[src/rtl/wkt_pkg.sv]
package wkt_pkg;
  localparam int SEL_W = 3;

  // Upper select bit picks the once-per-second strobe
  function automatic logic sel_uses_sec(input logic [SEL_W-1:0] s);
    return s[2];
  endfunction

  // Both upper bits set extend the count by one full reload range
  function automatic logic sel_extends(input logic [SEL_W-1:0] s);
    return s[2] & s[1];
  endfunction
endpackage

[src/rtl/wkt_prescaler.sv]
module wkt_prescaler #(
  parameter int PRE_W = 4
) (
  input  logic       clk,
  input  logic       rst_n,
  input  logic       run,
  input  logic [1:0] div_sel,
  output logic       tick
);
  localparam int NTAP = 4;

  logic [PRE_W-1:0] pre;
  logic [NTAP-1:0]  taps;

  always_ff @(posedge clk or negedge rst_n) begin
    if (!rst_n)   pre <= '0;
    else if (!run) pre <= '0;
    else          pre <= pre + 1'b1;
  end

  // tap g fires once every 2^(PRE_W-g) cycles
  for (genvar g = 0; g < NTAP; g++) begin : g_tap
    assign taps[g] = &pre[PRE_W-1-g:0];
  end

  assign tick = run && taps[div_sel];

  p_pre_clear_r9: assert property (@(posedge clk) disable iff (!rst_n)
    !run |=> pre == '0);
endmodule

[src/rtl/wkt_down.sv]
module wkt_down #(
  parameter int CNT_W = 16
) (
  input  logic             clk,
  input  logic             rst_n,
  input  logic             run,
  input  logic             tick,
  input  logic [CNT_W-1:0] reload,
  input  logic             ext,
  output logic             hit
);
  localparam int TOT_W = CNT_W + 1;

  // start value: reload, plus 2^CNT_W in extended mode
  function automatic logic [TOT_W-1:0] start_val(input logic [CNT_W-1:0] r,
                                                 input logic e);
    return {e, r};
  endfunction

  logic [TOT_W-1:0] cnt;
  logic             at_zero;

  assign at_zero = (cnt == '0);
  assign hit     = run && tick && at_zero;

  always_ff @(posedge clk or negedge rst_n) begin
    if (!rst_n)      cnt <= '0;
    else if (!run)   cnt <= start_val(reload, ext);
    else if (tick)   cnt <= at_zero ? start_val(reload, ext) : cnt - 1'b1;
  end

  p_hold_no_tick_r1: assert property (@(posedge clk) disable iff (!rst_n)
    run && !tick |=> $stable(cnt));
  p_reload_after_hit_r4: assert property (@(posedge clk) disable iff (!rst_n)
    hit |=> cnt == start_val($past(reload), $past(ext)));
endmodule

[src/rtl/wkt_wrgate.sv]
module wkt_wrgate #(
  parameter int LAT = 2
) (
  input  logic clk,
  input  logic rst_n,
  input  logic enable,
  output logic wr_ok
);
  localparam int CW = $clog2(LAT + 1);

  logic [CW-1:0] idle_cnt;
  logic          settled;

  assign settled = (idle_cnt == CW'(LAT));
  assign wr_ok   = settled && !enable;

  always_ff @(posedge clk or negedge rst_n) begin
    if (!rst_n)       idle_cnt <= '0;
    else if (enable)  idle_cnt <= '0;
    else if (!settled) idle_cnt <= idle_cnt + 1'b1;
  end

  p_wrok_after_idle_r7: assert property (@(posedge clk) disable iff (!rst_n)
    wr_ok |-> !$past(enable));
endmodule

[src/rtl/wkt_top.sv]
module wkt_top #(
  parameter int CNT_W = 16,
  parameter int PRE_W = 4,
  parameter int WR_LAT = 2
) (
  input  logic                      clk,
  input  logic                      rst_n,
  input  logic                      tick_1hz,
  input  logic                      enable,
  input  logic                      irq_en,
  input  logic [CNT_W-1:0]          reload,
  input  logic [wkt_pkg::SEL_W-1:0] clk_sel,
  input  logic                      flag_clr,
  output logic                      wake_flag,
  output logic                      irq,
  output logic                      wr_ok,
  output logic                      wake_pulse
);
  import wkt_pkg::*;

  logic [CNT_W-1:0] reload_q;
  logic [SEL_W-1:0] sel_q;
  logic             div_tick;
  logic             cnt_tick;
  logic             expiry;

  wkt_wrgate #(.LAT(WR_LAT)) i_gate (
    .clk(clk), .rst_n(rst_n), .enable(enable), .wr_ok(wr_ok)
  );

  // shadow copies, writable only while the gate is open
  always_ff @(posedge clk or negedge rst_n) begin
    if (!rst_n) begin
      reload_q <= '0;
      sel_q    <= '0;
    end else if (wr_ok) begin
      reload_q <= reload;
      sel_q    <= clk_sel;
    end
  end

  wkt_prescaler #(.PRE_W(PRE_W)) i_pre (
    .clk(clk), .rst_n(rst_n), .run(enable), .div_sel(sel_q[1:0]), .tick(div_tick)
  );

  assign cnt_tick = sel_uses_sec(sel_q) ? tick_1hz : div_tick;

  wkt_down #(.CNT_W(CNT_W)) i_down (
    .clk(clk), .rst_n(rst_n), .run(enable), .tick(cnt_tick),
    .reload(reload_q), .ext(sel_extends(sel_q)), .hit(expiry)
  );

  always_ff @(posedge clk or negedge rst_n) begin
    if (!rst_n) begin
      wake_flag  <= 1'b0;
      wake_pulse <= 1'b0;
    end else begin
      wake_pulse <= expiry;
      if (expiry)        wake_flag <= 1'b1;
      else if (flag_clr) wake_flag <= 1'b0;
    end
  end

  assign irq = wake_flag && irq_en;

  p_flag_with_pulse_r10: assert property (@(posedge clk) disable iff (!rst_n)
    $rose(wake_flag) |-> wake_pulse);
  p_flag_hold_r6: assert property (@(posedge clk) disable iff (!rst_n)
    wake_flag && !flag_clr |=> wake_flag);
  p_pulse_needs_en_r10: assert property (@(posedge clk) disable iff (!rst_n)
    wake_pulse |-> $past(enable));
  p_shadow_frozen_r8: assert property (@(posedge clk) disable iff (!rst_n)
    !wr_ok |=> $stable(reload_q) && $stable(sel_q));
endmodule

[config.mk]
export PLATFORM = sky130hd
export DESIGN_NAME = wkt_top
export DESIGN_NICKNAME = d
export VERILOG_FILES = /design/src/rtl/wkt_pkg.sv /design/src/rtl/wkt_prescaler.sv /design/src/rtl/wkt_down.sv /design/src/rtl/wkt_wrgate.sv /design/src/rtl/wkt_top.sv
export SDC_FILE = /design/constraint.sdc
export NUM_CORES = 1
export LEC_CHECK = 0
export BUFFER_PORTS_ARGS = -buffer_cell sky130_fd_sc_hd__buf_2
export CAP_MARGIN = 0
export CORE_MARGIN = 3
export CORE_UTILIZATION = 45
export DETAILED_ROUTE_END_ITERATION = 8
export PLACE_DENSITY = 0.71
export SETUP_SLACK_MARGIN = 0.3
export SYNTH_ARGS = -nofsm -noshare
export SYNTH_HDL_FRONTEND = slang
export SYNTH_SLANG_ARGS = --single-unit
[constraint.sdc]
create_clock -name clk -period 3.2 [get_ports clk]
set_clock_uncertainty 0.2 [all_clocks]
set_input_delay 0.16 -clock clk [delete_from_list [all_inputs] [get_ports clk]]
set_output_delay 0.16 -clock clk [all_outputs]
set_load 0.03 [all_outputs]
### After elaboration in Yosys (flattened, before gate mapping)

Cells that the tools add are included.

| cells by class | value |
|---|---|
| equality and inequality tests | 3 |
| multipliers | 0 |
| bitwise logic cells | 1 |
| divide/modulo/power cells | 0 |
| reduce and logical (&&, ||, !) cells | 11 |
| $lt $le $gt $ge | 1 |
| add/subtract/negate cells | 3 |
| shift-type cells | 0 |
| mux-type cells | 11 |

Operators with widths:

| kind | count |
|---|---|
| $mux 17 | 3 |
| $logic_not 17->1 | 1 |
| $sub 17x1->17 const B | 1 |
| $logic_and 1x1->1 | 5 |
| $add 4x1->4 const B | 1 |
| $mux 1 | 4 |
| $mux 2 | 2 |
| $mux 4 | 1 |
| $reduce_and 4->1 | 1 |
| $lt 2x3->1 const B | 1 |
| $reduce_and 3->1 | 1 |
| $add 2x1->2 const B | 1 |
| $bmux 1 s2 | 1 |
| $eq 2x2->1 const B | 1 |
| $ne 2x1->1 const B | 1 |
| $ne 2x2->1 const B | 1 |
| $reduce_and 2->1 | 1 |
| $reduce_bool 2->1 | 1 |
| $and 1x1->1 | 1 |
| $logic_not 1->1 | 1 |

| storage, ports and cells | value |
|---|---|
| register bits after elaboration | 44 |
| bits in latches | 0 |
| memory bits (read-only) | 0 |
| memories | 0 |
| output and inout bits | 4 |
| input bits | 25 |
| RAM bits | 0 |

### Longest topological paths before layout

| logic depth | value |
|---|---|
| depth in word-level cells | 8 |
| depth in mapped cells | 8 |

### Hierarchy

Synthesis repeated with hierarchy kept, for this count alone.

| second synthesis, totals | value |
|---|---|
| cells, all modules | 226 |
| area total of the unflattened synthesis | 2,376.0 um^2 |

By module, submodules not included:

| module | instances | cells an instance | area each (um^2) | seq. area each (um^2) |
|---|---|---|---|---|
| wkt_down | 1 | 151 | 1,218.7 | 425.4 |
| wkt_top | 1 | 47 | 843.3 | 525.5 |
| wkt_prescaler | 1 | 18 | 210.2 | 100.1 |
| wkt_wrgate | 1 | 10 | 103.8 | 50.0 |

### Worst setup path after synthesis

Ideal clock, no wire load.

| timing path | value |
|---|---|
| path kind | flip-flop to flip-flop |
| start | register i_pre.pre[0] |
| end | register i_down.cnt[11] |
| arrival time | 2,047 ps |
| setup slack | 834 ps |
| stages on the path, launching flop included | 9 |
| cells stage by stage | dfrtp_1 > ha_1 > ha_1 > mux2_2 > a221oi_2 > o21ai_0 > clkbuf_1 > o21a_1 > o22a_2 |

| between the ends | value |
|---|---|
| word-level cells in the longest chain between the ends | 6 |

RTL lines:

| item | line | text |
|---|---|---|
| start: declaration | wkt_prescaler.sv:12 | `logic [PRE_W-1:0] pre;` |
| start signal: assignment | wkt_prescaler.sv:18 | `else pre <= pre + 1'b1;` |
| $reduce_and 4->1 (tied with other cells) | wkt_prescaler.sv:23 | `assign taps[g] = &pre[PRE_W-1-g:0];` |
| $bmux 1 s2 * | wkt_prescaler.sv:26 | `assign tick = run && taps[div_sel];` |
| $mux 1 (not written as such) * | wkt_prescaler.sv:26 |  |
| $logic_and 1x1->1 * | wkt_prescaler.sv:26 |  |
| $mux 1 * | wkt_top.sv:46 | `assign cnt_tick = sel_uses_sec(sel_q) ? tick_1hz : div_tick;` |
| $ne 2x1->1 (no source line) * | - |  |
| end signal: assignment | wkt_down.sv:28 | `else if (!run) cnt <= start_val(reload, ext);` |
| end signal: assignment | wkt_down.sv:29 | `else if (tick) cnt <= at_zero ? start_val(reload, ext) : cnt - 1'b1;` |
| end: declaration | wkt_down.sv:20 | `logic [TOT_W-1:0] cnt;` |

Mark *: on every way between the ends. The rest lies on a longest branch, timed or not. The select of a mux whose other input is x is not followed.
A chain may end at the register's enable or synchronous reset.

### Worst setup path after layout

| timing path | value |
|---|---|
| start | register i_down.cnt[14] |
| end | register i_down.cnt[15] |

| between the ends | value |
|---|---|
| word-level cells in the longest chain between the ends | 4 |

RTL lines:

| item | line |
|---|---|
| $sub 17x1->17 / $logic_not 17->1 (equally long branches) | wkt_down.sv:29, wkt_down.sv:23 |
| $mux 17 * (2 in a row) | wkt_down.sv:29 |
| $mux 17 * | wkt_down.sv:28 |

Marks and branches as above.

==> results <==
- The flow ran to the end, and the final reports show no timing, DRC or antenna violations.
- The maximum clock insertion buffer count is 2.
- The die boundary width is 77.4 um.
- The floorplan step defined a die boundary enclosing 5990 um2.
- The via count is 1833.
- Of the available clock period, the critical path in the final layout requires 84.6%.
- In the final layout, the multi-input gates occupy 1130 um2.
- Among all flip-flop cells after synthesis, the most frequent one is dfrtp_1.
- When the netlist entered floorplanning its net count stood at 243.
- The highest cell delay on the worst timing path is 0.61 ns.
- The relative area change from synthesis to final layout is 22.6%.
- Across the whole layout, storage elements account for 1100 um2.
- The number of setup violations in the final report is 0.
- During I/O placement, the number of pins put on the boundary was 29.
- The final routed wire length divided by cell count is 15.2 um.
- The worst min-delay path class is in -> reg.
- The detailed-placement wirelength estimate is 3.48 mm.
- The routed wire length is 5.02 mm.
- The clock reaches the later pin of the worst-skew pair after 0.30 ns.
- The signal on the critical path passes through nor4_1, nand4_1, nand2_1, mux2_2, a221oi_2.
- The relative max-transition margin is 36.5%.
- The netlist uses 47 different library cells.
- The via count of the first global-routing pass is 1821.
- The least setup slack across all paths after layout is 0.494 ns.
- The average cell area after synthesis is 10.8 um2.
- The mapped netlist covers 2290 um2.
- The starting DRC count in detailed routing is 134.
- The required time at the worst-slack endpoint is 3.21 ns.
- In the synthesized netlist the async set-or-reset flop fraction comes to 100%.
- The detailed-route DRC error count is 0.
- In the final design database the tool counted 293 nets.
- Clock-pin slew was measured on the worst setup and hold paths at 0.08 ns.
- The cell at the root of the clock tree is clkbuf_8.
- The area of the core is 4820 um2.
- The initial antenna violation count is 0.
- After routing the design area is 2810 um2.
- The number of inserted diodes is 0.
- Summed over all cells, the static leakage comes to 1.22 nW.
- Of all nets on the critical path, the largest fanout is 7.
- The worst-margin pin slew is 0.952 ns.
- The critical path startpoint category is a flop.
- The setup TNS is 0 ns.
- Entering global routing, the biggest net connects 45 pins.
- Dividing the detail-routed via count by the number of cells gives 5.54.
- The post-placement worst setup slack is 0.518 ns.
- On the critical path the largest part of the delay comes from simple AND/OR/NAND/NOR gates.
- Global routing finished with a remaining overflow of 0.
- The minimum clock period is 2.71 ns.
- The cell total after placement is 302.
- The number of slew-limit violations in the final report was 0.
- At the end of routability-driven placement, the weighted congestion stood at 0.817.
- The fraction of post-synthesis cell area in the top cell type by area is 48.0%.
- The number of warning messages in the yosys log is 0.
- The peak clock frequency supported by timing is 370 MHz.
- From bottom edge to top edge, the die measures 77.4 um.
- The share of synthesized area occupied by flip-flops and latches is 48.0%.
- The number of enable flip-flop cells after synthesis is 0.
- Counting both buffers and inverters, the worst setup path holds a total of 0.
- The worst-case IR drop observed on VDD is 424 uV.
- The slowest stage of the critical path is the nor4_1 cell.
- The worst endpoint data arrival time is 2.72 ns.
- The startpoint-to-endpoint class of the critical path is reg -> reg.
- The clock tree from TritonCTS is yes.
- The ratio of total power to cell area is 767 nW/um2.
- Setup repair after global routing left no endpoint under its margin.
- The deepest level of the CTS H-tree is 2.
- The count of TritonRoute iterations in the first routing pass is 4.
- After technology mapping, the gate count stands at 213.
- The total of buffers placed on input and output ports is 28.
- The number of failing hold endpoints at the final stage is 0.
- Across every metal layer, demand over resource in global routing totals 18.0%.
- The number of buffers added by the clock tree synthesis step is 5.
- The first global-routing pass estimated 8.69 mm of wire.
- The count of cells in the finished layout, fillers not included, comes to 331.
- By area the synthesized netlist is led by dfrtp_1, mux2_2, ha_1.
- The number of max-cap violations is 0.
- The sort of element at the end of the critical path is a flop.
- Summed over all instances, the cell type with the most area after synthesis is dfrtp_1.
- In this run the remaining antenna-violating nets after routing total 0.
- The fill cell instance count of the final layout is 441.
- The register bit count reported by yosys is 44.
- The post-placement cell area is 2510 um2.
- The number of core rows is 25.
- The clock net sink count is 44.
- Of the cells placed in the final design, the portion with a size suffix greater than 1 is 27.7%.
- Once the floorplan was initialized, standard cells occupied 47.6% of the core.
state kept, by name, indices dropped and copies added, names as in the netlist:
| register | flops |
|---|---|
| i_gate.idle_cnt | 2 |
| wake_pulse | 1 |
| i_pre.pre | 4 |
| wake_flag | 1 |
| sel_q | 3 |
| i_down.cnt | 17 |
| reload_q | 16 |
final timing paths:
check,cells past startpoint,slack (ns),end,startpoint
max,5,0.49,i_down.cnt[15]$_DFFE_PN0P_,i_down.cnt[14]$_DFFE_PN0P_
min,2,0.10,i_gate.idle_cnt[1]$_DFFE_PN0N_,enable
max reg2reg,5,0.49,i_down.cnt[15]$_DFFE_PN0P_,i_down.cnt[14]$_DFFE_PN0P_
min reg2reg,1,0.28,i_pre.pre[0]$_DFF_PN0_,i_pre.pre[0]$_DFF_PN0_
max in group asynchronous,2,1.86,i_pre.pre[0]$_DFF_PN0_,rst_n
min in group asynchronous,2,0.35,i_down.cnt[15]$_DFFE_PN0P_,rst_n
cell type report:
class | instances | area share (%)
Clock inverter | 2 | 0.356
Inverter | 6 | 0.801
Sequential cell | 44 | 39.1
Multi-Input combinational cell | 153 | 40.3
Clock buffer | 6 | 2.94
Timing Repair Buffer | 53 | 13.5
Tap cell | 67 | 2.98
cells in the final DEF, fill, tap and decap left out, drive strengths merged, types with 3 or more instances in the layout:
master and n:
dfrtp 44, buf 32, mux2 21, dlygate4sd3 21, nor2 15, nand2 13, a21oi 8, inv 6
nor3 6, nand3 6, a31oi 6, clkbuf 6, o21ai 6, and2 5, o2bb2ai 5, ha 5
nor4 5, or4 5, o211ai 4, o21a 4, nor2b 4, a22oi 3, o22a 3, or3 3
timing repair:
action | in CTS | in global routing
hold endpoints to repair | 64 | 0
setup buffers | 0 | 0
resized for setup | 0 | 1
setup endpoints to repair | 0 | 1
hold buffers | 21 | 0
synthesized netlist by cell type (all sizes together), types with 3 or more instances:
cell	n
nand2	13
a31oi	6
nor2	15
clkbuf	6
and2	5
o211ai	4
inv	6
a21oi	8
mux2	21
nor2b	4
buf	4
o22a	3
o21a	4
nor4	5
or4	5
o2bb2ai	5
ha	5
o21ai	6
nand3	6
or3	3
a22oi	3
dfrtp	44
nor3	6
per-stage QoR:
stage	power, mW	util, %	hold slack (ns)
2_1_floorplan	1.57	-	-0.336
3_3_place_gp	1.76	52.1	0.170
3_5_place_dp	1.78	52.1	0.171
4_1_cts	2.17	58.4	0.0929
5_1_grt	2.33	58.4	0.108
6_report	2.16	58.4	0.101
metal layers:
metal	track usage (%)	wire, um
met4	6.58	68
met2	27.4	2320
met5	0	0
met1	25.6	2410
met3	3.71	216
logic make-up (layout without fill, tap and decap cells):
group,count (synthesis),after routing,synth area share (%)
muxes,23,23,11.2
adders and majority gates,5,5,2.73
buffers and inverters,16,67,2.73
and+or+nand+nor,71,71,17.3
DFF,44,44,48.0
AOI/OAI and AO/OA,52,52,17.2
xor gates and xnor gates,2,2,0.764
report_power, final:
part | total (mW) | switching [mW] | internal (mW)
sequential | 1.01 | 0.219 | 0.791
combinational | 0.790 | 0.387 | 0.403
clock | 0.357 | 0.185 | 0.172
No activity file was read; power rests on OpenSTA's default activity.
